==> src/rtl/acc_cpu_pkg.sv <==
// Shared constants and types for the accumulator processor.
// Assumes an 8-bit datapath, 16-bit instructions and a 4-bit opcode field.
package acc_cpu_pkg;
    localparam int unsigned DATA_W    = 8;
    localparam int unsigned INSTR_W   = 16;
    localparam int unsigned OPC_W     = 4;
    localparam int unsigned NUM_PHASE = 3;

    // Phase bit positions in the one-hot ring
    localparam int unsigned PH_FETCH  = 0;
    localparam int unsigned PH_DECODE = 1;
    localparam int unsigned PH_EXEC   = 2;

    // Opcode values
    localparam logic [3:0] OPC_MOVE  = 4'h0;
    localparam logic [3:0] OPC_ADD   = 4'h1;
    localparam logic [3:0] OPC_SUB   = 4'h2;
    localparam logic [3:0] OPC_AND   = 4'h3;
    localparam logic [3:0] OPC_LOAD  = 4'h4;
    localparam logic [3:0] OPC_STORE = 4'h5;
    localparam logic [3:0] OPC_ADDM  = 4'h6;
    localparam logic [3:0] OPC_SUBM  = 4'h7;
    localparam logic [3:0] OPC_JUMP  = 4'h8;
    localparam logic [3:0] OPC_JZ    = 4'h9;
    localparam logic [3:0] OPC_JNZ   = 4'hA;

    typedef enum logic [1:0] {
        ALU_ADD  = 2'd0,
        ALU_SUB  = 2'd1,
        ALU_AND  = 2'd2,
        ALU_PASS = 2'd3
    } alu_op_e;
endpackage

==> src/rtl/acc_cpu_ring.sv <==
// One-hot ring counter that steps the fetch / decode / execute phases.
// Assumes a synchronous active-low reset that returns it to the fetch phase.
module acc_cpu_ring
    import acc_cpu_pkg::*;
#(
    parameter int unsigned N = NUM_PHASE
) (
    input  logic         clk,
    input  logic         rst_n,
    output logic [N-1:0] phase
);
    localparam logic [N-1:0] START = {{(N-1){1'b0}}, 1'b1};

    // Rotate the single hot bit one place per clock
    always_ff @(posedge clk) begin
        if (!rst_n) phase <= START;
        else        phase <= {phase[N-2:0], phase[N-1]};
    end
endmodule

==> src/rtl/acc_cpu_ctrl.sv <==
// Hardwired controller: one-hot opcode decode gated by the current phase.
// Assumes the opcode comes from the live memory word in decode and from
// the instruction register in execute.
module acc_cpu_ctrl
    import acc_cpu_pkg::*;
#(
    parameter int unsigned OW = OPC_W
) (
    input  logic [NUM_PHASE-1:0] phase,
    input  logic [OW-1:0]        opcode,
    input  logic                 acc_zero,
    output logic                 ir_ld,
    output logic                 pc_ce,
    output logic                 pc_ld,
    output logic                 addr_sel_opnd,
    output logic                 mem_en,
    output logic                 mem_we,
    output logic                 acc_ce,
    output logic                 b_sel_mem,
    output alu_op_e              alu_op
);
    localparam int unsigned NUM_OPC = 1 << OW;

    logic [NUM_OPC-1:0] dec;
    logic ph_f, ph_d, ph_e;
    logic is_mem_rd, is_nop, take, writes_acc;

    // One decode line per opcode value
    for (genvar g = 0; g < NUM_OPC; g++) begin : g_dec
        assign dec[g] = (opcode == OW'(g));
    end

    assign ph_f = phase[PH_FETCH];
    assign ph_d = phase[PH_DECODE];
    assign ph_e = phase[PH_EXEC];

    assign is_mem_rd  = dec[OPC_LOAD] | dec[OPC_ADDM] | dec[OPC_SUBM];
    assign is_nop     = |dec[NUM_OPC-1:int'(OPC_JNZ)+1];
    assign take       = dec[OPC_JUMP] | (dec[OPC_JZ] & acc_zero) | (dec[OPC_JNZ] & ~acc_zero);
    assign writes_acc = (dec[OPC_MOVE] | dec[OPC_ADD] | dec[OPC_SUB] | dec[OPC_AND] | is_mem_rd) & ~is_nop;

    assign ir_ld         = ph_d;
    assign pc_ld         = ph_e & take;
    assign pc_ce         = ph_f | pc_ld;
    assign addr_sel_opnd = ~ph_f;
    assign mem_we        = ph_e & dec[OPC_STORE];
    assign mem_en        = ph_f | (ph_d & is_mem_rd) | mem_we;
    assign acc_ce        = ph_e & writes_acc;
    assign b_sel_mem     = is_mem_rd;

    // Choose the ALU function from the decoded opcode
    always_comb begin
        if (dec[OPC_ADD] | dec[OPC_ADDM])      alu_op = ALU_ADD;
        else if (dec[OPC_SUB] | dec[OPC_SUBM]) alu_op = ALU_SUB;
        else if (dec[OPC_AND])                 alu_op = ALU_AND;
        else                                   alu_op = ALU_PASS;
    end
endmodule

==> src/rtl/acc_cpu_pc.sv <==
// Loadable program counter built from one adder and one input multiplexer.
// Increment is D=Q plus carry-in 1; load is D=operand plus carry-in 0.
module acc_cpu_pc
    import acc_cpu_pkg::*;
#(
    parameter int unsigned W = DATA_W
) (
    input  logic         clk,
    input  logic         rst_n,
    input  logic         ce,
    input  logic         ld,
    input  logic [W-1:0] d,
    output logic [W-1:0] q
);
    logic [W-1:0] add_a, nxt;

    assign add_a = ld ? d : q;
    assign nxt   = add_a + {{(W-1){1'b0}}, ~ld};

    // Hold, step or load the counter
    always_ff @(posedge clk) begin
        if (!rst_n)  q <= '0;
        else if (ce) q <= nxt;
    end
endmodule

==> src/rtl/acc_cpu_alu.sv <==
// Accumulator ALU: add, subtract (A + ~B + 1), bitwise AND, pass B.
// Assumes results wrap at the datapath width.
module acc_cpu_alu
    import acc_cpu_pkg::*;
#(
    parameter int unsigned W = DATA_W
) (
    input  logic [W-1:0] a,
    input  logic [W-1:0] b,
    input  alu_op_e      op,
    output logic [W-1:0] y
);
    logic          sub;
    logic [W-1:0]  b_x, sum;

    assign sub = (op == ALU_SUB);
    assign b_x = b ^ {W{sub}};
    assign sum = a + b_x + {{(W-1){1'b0}}, sub};

    // Output select among adder, AND and pass-through
    always_comb begin
        case (op)
            ALU_ADD, ALU_SUB: y = sum;
            ALU_AND:          y = a & b;
            default:          y = b;
        endcase
    end
endmodule

==> src/rtl/acc_cpu.sv <==
// Accumulator processor top: instruction register, accumulator, address
// and operand multiplexers, zero detect, store-word assembly.
// Assumes a memory whose read data arrives one cycle after an enabled access.
module acc_cpu
    import acc_cpu_pkg::*;
#(
    parameter int unsigned DW = DATA_W,
    parameter int unsigned IW = INSTR_W,
    parameter int unsigned OW = OPC_W
) (
    input  logic          clk,
    input  logic          rst_n,
    output logic [DW-1:0] mem_addr,
    input  logic [IW-1:0] mem_rdata,
    output logic [IW-1:0] mem_wdata,
    output logic          mem_en,
    output logic          mem_we
);
    localparam int unsigned SPARE_W = IW - OW - DW;
    localparam int unsigned GAP_W   = IW - SPARE_W - DW;

    logic [NUM_PHASE-1:0] phase_q;
    logic [IW-1:0]        ir_q;
    logic [DW-1:0]        pc_q, acc_q, operand, alu_b, alu_y;
    logic [OW-1:0]        opcode;
    logic ir_ld, pc_ce, pc_ld, addr_sel_opnd, acc_ce, b_sel_mem;
    alu_op_e alu_op;

    acc_cpu_ring #(.N(NUM_PHASE)) u_ring (
        .clk   (clk),
        .rst_n (rst_n),
        .phase (phase_q)
    );

    // Decode works on the word arriving from memory; execute on the IR
    assign opcode  = phase_q[PH_DECODE] ? mem_rdata[IW-1 -: OW] : ir_q[IW-1 -: OW];
    assign operand = phase_q[PH_DECODE] ? mem_rdata[DW-1:0]     : ir_q[DW-1:0];

    acc_cpu_ctrl #(.OW(OW)) u_ctrl (
        .phase         (phase_q),
        .opcode        (opcode),
        .acc_zero      (~|acc_q),
        .ir_ld         (ir_ld),
        .pc_ce         (pc_ce),
        .pc_ld         (pc_ld),
        .addr_sel_opnd (addr_sel_opnd),
        .mem_en        (mem_en),
        .mem_we        (mem_we),
        .acc_ce        (acc_ce),
        .b_sel_mem     (b_sel_mem),
        .alu_op        (alu_op)
    );

    acc_cpu_pc #(.W(DW)) u_pc (
        .clk   (clk),
        .rst_n (rst_n),
        .ce    (pc_ce),
        .ld    (pc_ld),
        .d     (operand),
        .q     (pc_q)
    );

    assign alu_b = b_sel_mem ? mem_rdata[DW-1:0] : operand;

    acc_cpu_alu #(.W(DW)) u_alu (
        .a  (acc_q),
        .b  (alu_b),
        .op (alu_op),
        .y  (alu_y)
    );

    // Capture the fetched instruction word
    always_ff @(posedge clk) begin
        if (!rst_n)     ir_q <= '0;
        else if (ir_ld) ir_q <= mem_rdata;
    end

    // Write the ALU result back at the end of execute
    always_ff @(posedge clk) begin
        if (!rst_n)      acc_q <= '0;
        else if (acc_ce) acc_q <= alu_y;
    end

    assign mem_addr  = addr_sel_opnd ? operand : pc_q;
    assign mem_wdata = {ir_q[IW-OW-1 -: SPARE_W], {GAP_W{1'b0}}, acc_q};
endmodule

==> config.mk <==
export PLATFORM = sky130hd
export DESIGN_NAME = acc_cpu
export DESIGN_NICKNAME = d
export VERILOG_FILES = /design/src/rtl/acc_cpu_pkg.sv /design/src/rtl/acc_cpu_ring.sv /design/src/rtl/acc_cpu_ctrl.sv /design/src/rtl/acc_cpu_pc.sv /design/src/rtl/acc_cpu_alu.sv /design/src/rtl/acc_cpu.sv
export SDC_FILE = /design/constraint.sdc
export NUM_CORES = 1
export LEC_CHECK = 0
export ABC_CLOCK_PERIOD_IN_PS = 5810
export BUFFER_PORTS_ARGS = -buffer_cell sky130_fd_sc_hd__buf_2
export CORE_MARGIN = 1.5
export CORE_UTILIZATION = 30
export CTS_BUF_LIST = sky130_fd_sc_hd__clkbuf_2 sky130_fd_sc_hd__clkbuf_4 sky130_fd_sc_hd__clkbuf_8
export DETAILED_ROUTE_END_ITERATION = 16
export RECOVER_POWER = 100
export REMOVE_ABC_BUFFERS = 1
export SLEW_MARGIN = 20
export SYNTH_ARGS = -nofsm -noshare
export SYNTH_HDL_FRONTEND = slang
export SYNTH_SLANG_ARGS = --single-unit
export TNS_END_PERCENT = 20
==> constraint.sdc <==
create_clock -name clk -period 5.81 [get_ports clk]
set_input_delay 1.743 -clock clk [delete_from_list [all_inputs] [get_ports clk]]
set_output_delay 1.743 -clock clk [all_outputs]
set_load 0.02 [all_outputs]
# After elaboration in Yosys (flattened, before gate mapping)
# Index checks and enable logic that the tools add are counted.
[totals]
register_bits = 35
input_bits = 18
output_inout_bits = 26
elab_cells = 63
[classes]
n_addsub = 3
n_reduce_logical = 6
n_eq_ne = 17
n_mux = 9
bitwise = 24
[ops]
columns = ["operator", "count"]
rows = [
  ["4-bit == test, second input constant", 8],
  ["8-bit 2-to-1 mux", 4],
  ["8-bit by 1-bit adder with 8-bit output", 2],
  ["4-bit by 3-bit == test with 1-bit output, second input constant", 4],
  ["8-bit case mux with 2 select lines", 1],
  ["1-bit bitwise OR", 13],
  ["8-bit adder", 1],
  ["8-bit bitwise AND", 1],
  ["4-bit by 2-bit == test with 1-bit output, second input constant", 2],
  ["8-bit OR reduction", 1],
  ["8-bit bitwise XOR", 1],
  ["1-bit bitwise AND", 7],
  ["5-bit OR reduction", 1],
  ["4-bit by 1-bit == test with 1-bit output, second input constant", 1],
  ["4-bit zero test", 1],
  ["2-bit 2-to-1 mux", 2],
  ["4-bit 2-to-1 mux", 1],
  ["2-bit by 1-bit == test with 1-bit output, second input constant", 1],
  ["2-bit == test, second input constant", 1],
  ["2-bit zero test", 1],
  ["1-bit NOT", 2],
  ["2-bit OR reduction", 1],
  ["1-bit zero test", 1],
  ["1-bit 2-to-1 mux", 1],
]

# Depth between registers and ports, before layout
[depth]
ltp_word = 10
ltp_mapped = 14
ltp_nobuf = 12

# By module
# From an unflattened synthesis, not the netlist that was laid out.
[unflattened]
cells_unflattened = 296
area_unflattened_um2 = 2720.1
[modules_own_cells]
columns = ["module", "area_per_inst_um2", "instances", "seq_area_each_um2", "cells_per_inst"]
rows = [
  ["acc_cpu", 1358.8, 1, 480.5, 120],
  ["acc_cpu_alu", 614.3, 1, 0.0, 81],
  ["acc_cpu_pc", 534.3, 1, 160.2, 68],
  ["acc_cpu_ctrl", 133.9, 1, 0.0, 21],
  ["acc_cpu_ring", 78.8, 1, 60.1, 6],
]

# Worst setup path after synthesis
# No wires, ideal clock.
[synth_path]
kind = "input to output"
start = "input mem_rdata[13]"
end = "output mem_en"
path_slack_ns = 1.365
n_path_buf = 0
t_arrival_ns = 2.702
stages = 5
path_cell_list = "nand3b_1 -> o21ai_1 -> nand2_1 -> nor2_1 -> or3_1"
[synth_between]
word_cells_on_any_way = 11
cone_classes = "4 x eq/ne; 1 x mux; 6 x bitwise"
[synth_rtl]
columns = ["item", "line_no", "source"]
rows = [
  ["start: declaration", "acc_cpu.sv:14", "input logic [IW-1:0] mem_rdata,"],
  ["4-bit 2-to-1 mux", "acc_cpu.sv:36", "assign opcode = phase_q[PH_DECODE] ? mem_rdata[IW-1 -: OW] : ir_q[IW-1 -: OW];"],
  ["4-bit by 3-bit == test with 1-bit output", "acc_cpu_ctrl.sv:30", "assign dec[g] = (opcode == OW'(g));"],
  ["1-bit bitwise AND", "acc_cpu_ctrl.sv:46", "assign mem_we = ph_e & dec[OPC_STORE];"],
  ["via mem_we", "acc_cpu.sv:17", "output logic mem_we"],
  ["1-bit bitwise OR", "acc_cpu_ctrl.sv:47", "assign mem_en = ph_f | (ph_d & is_mem_rd) | mem_we;"],
  ["end: declaration", "acc_cpu.sv:16", "output logic mem_en,"],
]
# The timed path passes the listed nets, and every way through them passes these cells.

# Worst setup path after layout
[layout_path]
start = "input mem_rdata[15]"
end = "output mem_en"
[layout_between]
elab_chain_len = 7
word_cells_on_any_way = 11
cone_classes = "4 x eq/ne; 1 x mux; 6 x bitwise"
[layout_lines]
columns = ["item", "line_no", "source"]
rows = [
  ["4-bit 2-to-1 mux (*)", "acc_cpu.sv:36", ""],
  ["4-bit by 3-bit == test with 1-bit output", "acc_cpu_ctrl.sv:30", ""],
  ["1-bit bitwise OR (2 in series)", "acc_cpu_ctrl.sv:37", "assign is_mem_rd = dec[OPC_LOAD] | dec[OPC_ADDM] | dec[OPC_SUBM];"],
  ["1-bit bitwise AND", "acc_cpu_ctrl.sv:47", ""],
  ["1-bit bitwise OR", "acc_cpu_ctrl.sv:47", ""],
  ["1-bit bitwise OR (*)", "acc_cpu_ctrl.sv:47", ""],
]
# Every way passes the cells marked *; elsewhere a longest branch is shown, timed or not.

==> metrics.md <==
| Metric | Value |
|---|---|
| Status | `complete, no violations` |
| WL/cell | `14.1 µm` |
| 1st-iter DRT viols | `123` |
| # DRC | `0` |
| Startpoint types | `input pin` |
| Clock sinks | `35` |
| Synth area leaders | `dfxtp_1 (28%), mux2i_1 (8.5%), mux2_2 (6.8%)` |
| Initial core utilization | `31.4%` |
| Layout area overhead | `11.3%` |
| GRT overflow | `0` |
| Critical Path Max Stage Delay | `0.35 ns` |
| Rel. slew slack | `39.5%` |
| Synth warnings | `0` |
| DR vias/cell | `5.00` |
| Post-place setup slack | `1.02 ns` |
| Detailed Routing Iterations Pass 1 | `4` |
| Pwr dens | `226 nW/µm²` |
| Post-layout min period | `4.89 ns` |
| Mean post-synth cell area | `8.66 µm²` |
| HP Class | `flop to flop` |
| Slowest-stage cell, CP | `o221ai_4` |
| Post-route ant nets | `0` |
| Drt total wl | `5900 µm` |
| VDD IR max | `84.5 µV` |
| Clk root buf | `clkbuf_8` |
| FF+latch count, synth | `35` |
| Netlist cell types | `56` |
| Share of layout cells above drive strength 1 | `14.8%` |
| Worst-path cell chain | `clkbuf_1, and3b_1, o221ai_4, nor2_1, or3_1, clkbuf_1` |
| Post_cts resized | `0` |
| Sequential area share after synthesis | `28.4%` |
| Hold Vio Cnt, Final | `0` |
| Die W | `93.7 µm` |
| Port buffer count | `39` |
| PnR worst setup slack | `0.921 ns` |
| Clock slew seen by the registers of the worst setup and hold paths | `0.08 ns` |
| Top-Level Pins | `44` |
| Cell count of the worst reg-to-reg path | `13` |
| CTS tree | `built` |
| Total number of vias | `2097` |
| WHS | `0.499 ns` |
| Slew Limit Fails | `0` |
| Hold Crit Depth | `2` |
| CP Data Arrival Time | `3.15 ns` |
| Post-DP HPWL | `4360 µm` |
| Layout Nets | `342` |
| Initial antenna violation count | `0` |
| Fill count | `853` |
| Worst-margin pin slew | `0.904 ns` |
| Worst setup EP type | `output pin` |
| Synth area leader | `dfxtp_1` |
| Lkg Pwr | `1.15 nW` |
| RSZ-0062 raised after global routing | `no` |
| Area of the core | `7850 µm²` |
| Crit Path Max Fanout | `9` |
| Final setup violation count | `0` |
| Fmax | `205 MHz` |
| Commonest non-fill, non-tap cells in the layout | `dfxtp_1 (35), nor2_1 (33), mux2i_1 (21)` |
| Vias in the first global route | `2024` |
| Die area | `8780 µm²` |
| Max Clock Skew | `0.00390 ns` |
| Mapped Cells | `285` |
| TritonCTS Buffers | `5` |
| DIE HEIGHT | `93.7 µm` |
| Pin count of the biggest net entering global routing | `25` |
| Worst Path Required | `4.07 ns` |
| Critical path class | `input pin to output pin` |
| Total track usage | `14.5%` |
| Placer congestion estimate | `0.848` |
| Yosys top cell area share | `28.4%` |
| Worst-skew pair later-pin latency | `0.29 ns` |
| Number of max-cap violations | `0` |
| Setup repair bufs after CTS | `0` |
| Final TNS setup | `0 ns` |
| Period utilization | `84.1%` |
| N_diodes | `0` |
| H-Tree Depth | `2` |
| First-pass GRT wire length | `10000 µm` |
| Post-CTS Hold Fix Bufs | `0` |
| CP dominant cell by count | `clkbuf_1` |
| Leading cell type in the layout, fill and taps excluded | `dfxtp_1` |
| Clock Tree Buf Depth | `2` |
| Mapped cell area | `2470 µm²` |
| Row cnt | `32` |
cells in the mapped netlist, drive strengths merged:
library cell   n
mux2i         21
ha             7
buf           15
nor2          33
nor4           2
fa             1
and3b          1
mux2          16
nor3b          2
o32ai          2
and4           1
nand3         10
o211a          2
a21o           3
a31oi          3
o22ai          2
a211oi         3
o211ai         2
xor2           6
o31ai          1
nand2         17
o21a           1
o21ai         18
or3            1
nand3b         2
or3b           2
a32o           1
a21boi         1
a22oi          4
conb           1
xnor2         17
clkbuf         5
nand4          4
and3           1
and2           7
inv           10
o221ai         1
dfxtp         35
nand2b         2
o21bai         1
a21oi         16
a221o          1
nor2b          3
o2111ai        1
report_power, final:
group | switching, mW | internal [mW] | total (mW)
Clock | 0.0990 | 0.0835 | 0.183
Sequential | 0.0160 | 0.252 | 0.268
Combinational | 0.0999 | 0.0697 | 0.170
cells by family after synthesis:
family / Yosys count / share of synthesized area, %
AND/OR/NAND/NOR: 88 / 17.8
other: 1 / 0.152
flip-flops: 35 / 28.4
buffers and inverters: 30 / 6.59
adder cells (fa/ha/maj): 8 / 4.36
AO/OA/AOI/OAI: 63 / 18.2
XOR/XNOR: 23 / 8.47
multiplexers: 37 / 16.0
sequential cells by signal, summed over array words and instances (netlist names):
name          flops
acc_q             8
ir_q             16
u_pc.q            8
u_ring.phase      3
critical path, delay by kind of cell:
family	cells	cell delay, ns
buf+inv	2	0.42
compound gates	1	0.35
simple gates	3	0.63
per-layer routing:
layer	vias to the layer above	wire [µm]	share of wire [%]	global-route usage, %
met4	0	46	0.78	3.36
met1	987	2900	49	20.0
met5	-	0	0	0
li1	1067	-	-	-
met3	6	226	3.8	2.67
met2	37	2720	46	23.4
final cells by class:
type / instances / area (µm²) / area share [%]
clock buffers: 5 / 68.8 / 2.51
clock inverters: 3 / 20.0 / 0.729
inverters: 10 / 37.5 / 1.37
multi-input cells: 223 / 1610 / 58.5
flip-flops and latches: 35 / 701 / 25.5
well taps: 102 / 128 / 4.65
repair buffers: 41 / 186 / 6.79
through the flow:
stage,instances,area (µm²),util [%],total power [mW]
floorplan,268,2350,-,0.401
CTS,419,2780,35.4,0.633
finish,419,2750,35.0,0.620
global route,419,2750,35.0,0.661
detailed placement,411,2690,34.3,0.448
global placement,411,2690,34.3,0.447
final timing paths:
check	start	end	slack [ns]
min	ir_q[10]	ir_q[10]	0.50
min reg2reg	ir_q[10]	ir_q[10]	0.50
max	mem_rdata[15]	mem_en	0.92
max reg2reg	u_ring.phase[1]	acc_q[6]	1.91
Note: power is estimated with default switching activity, not from simulation.
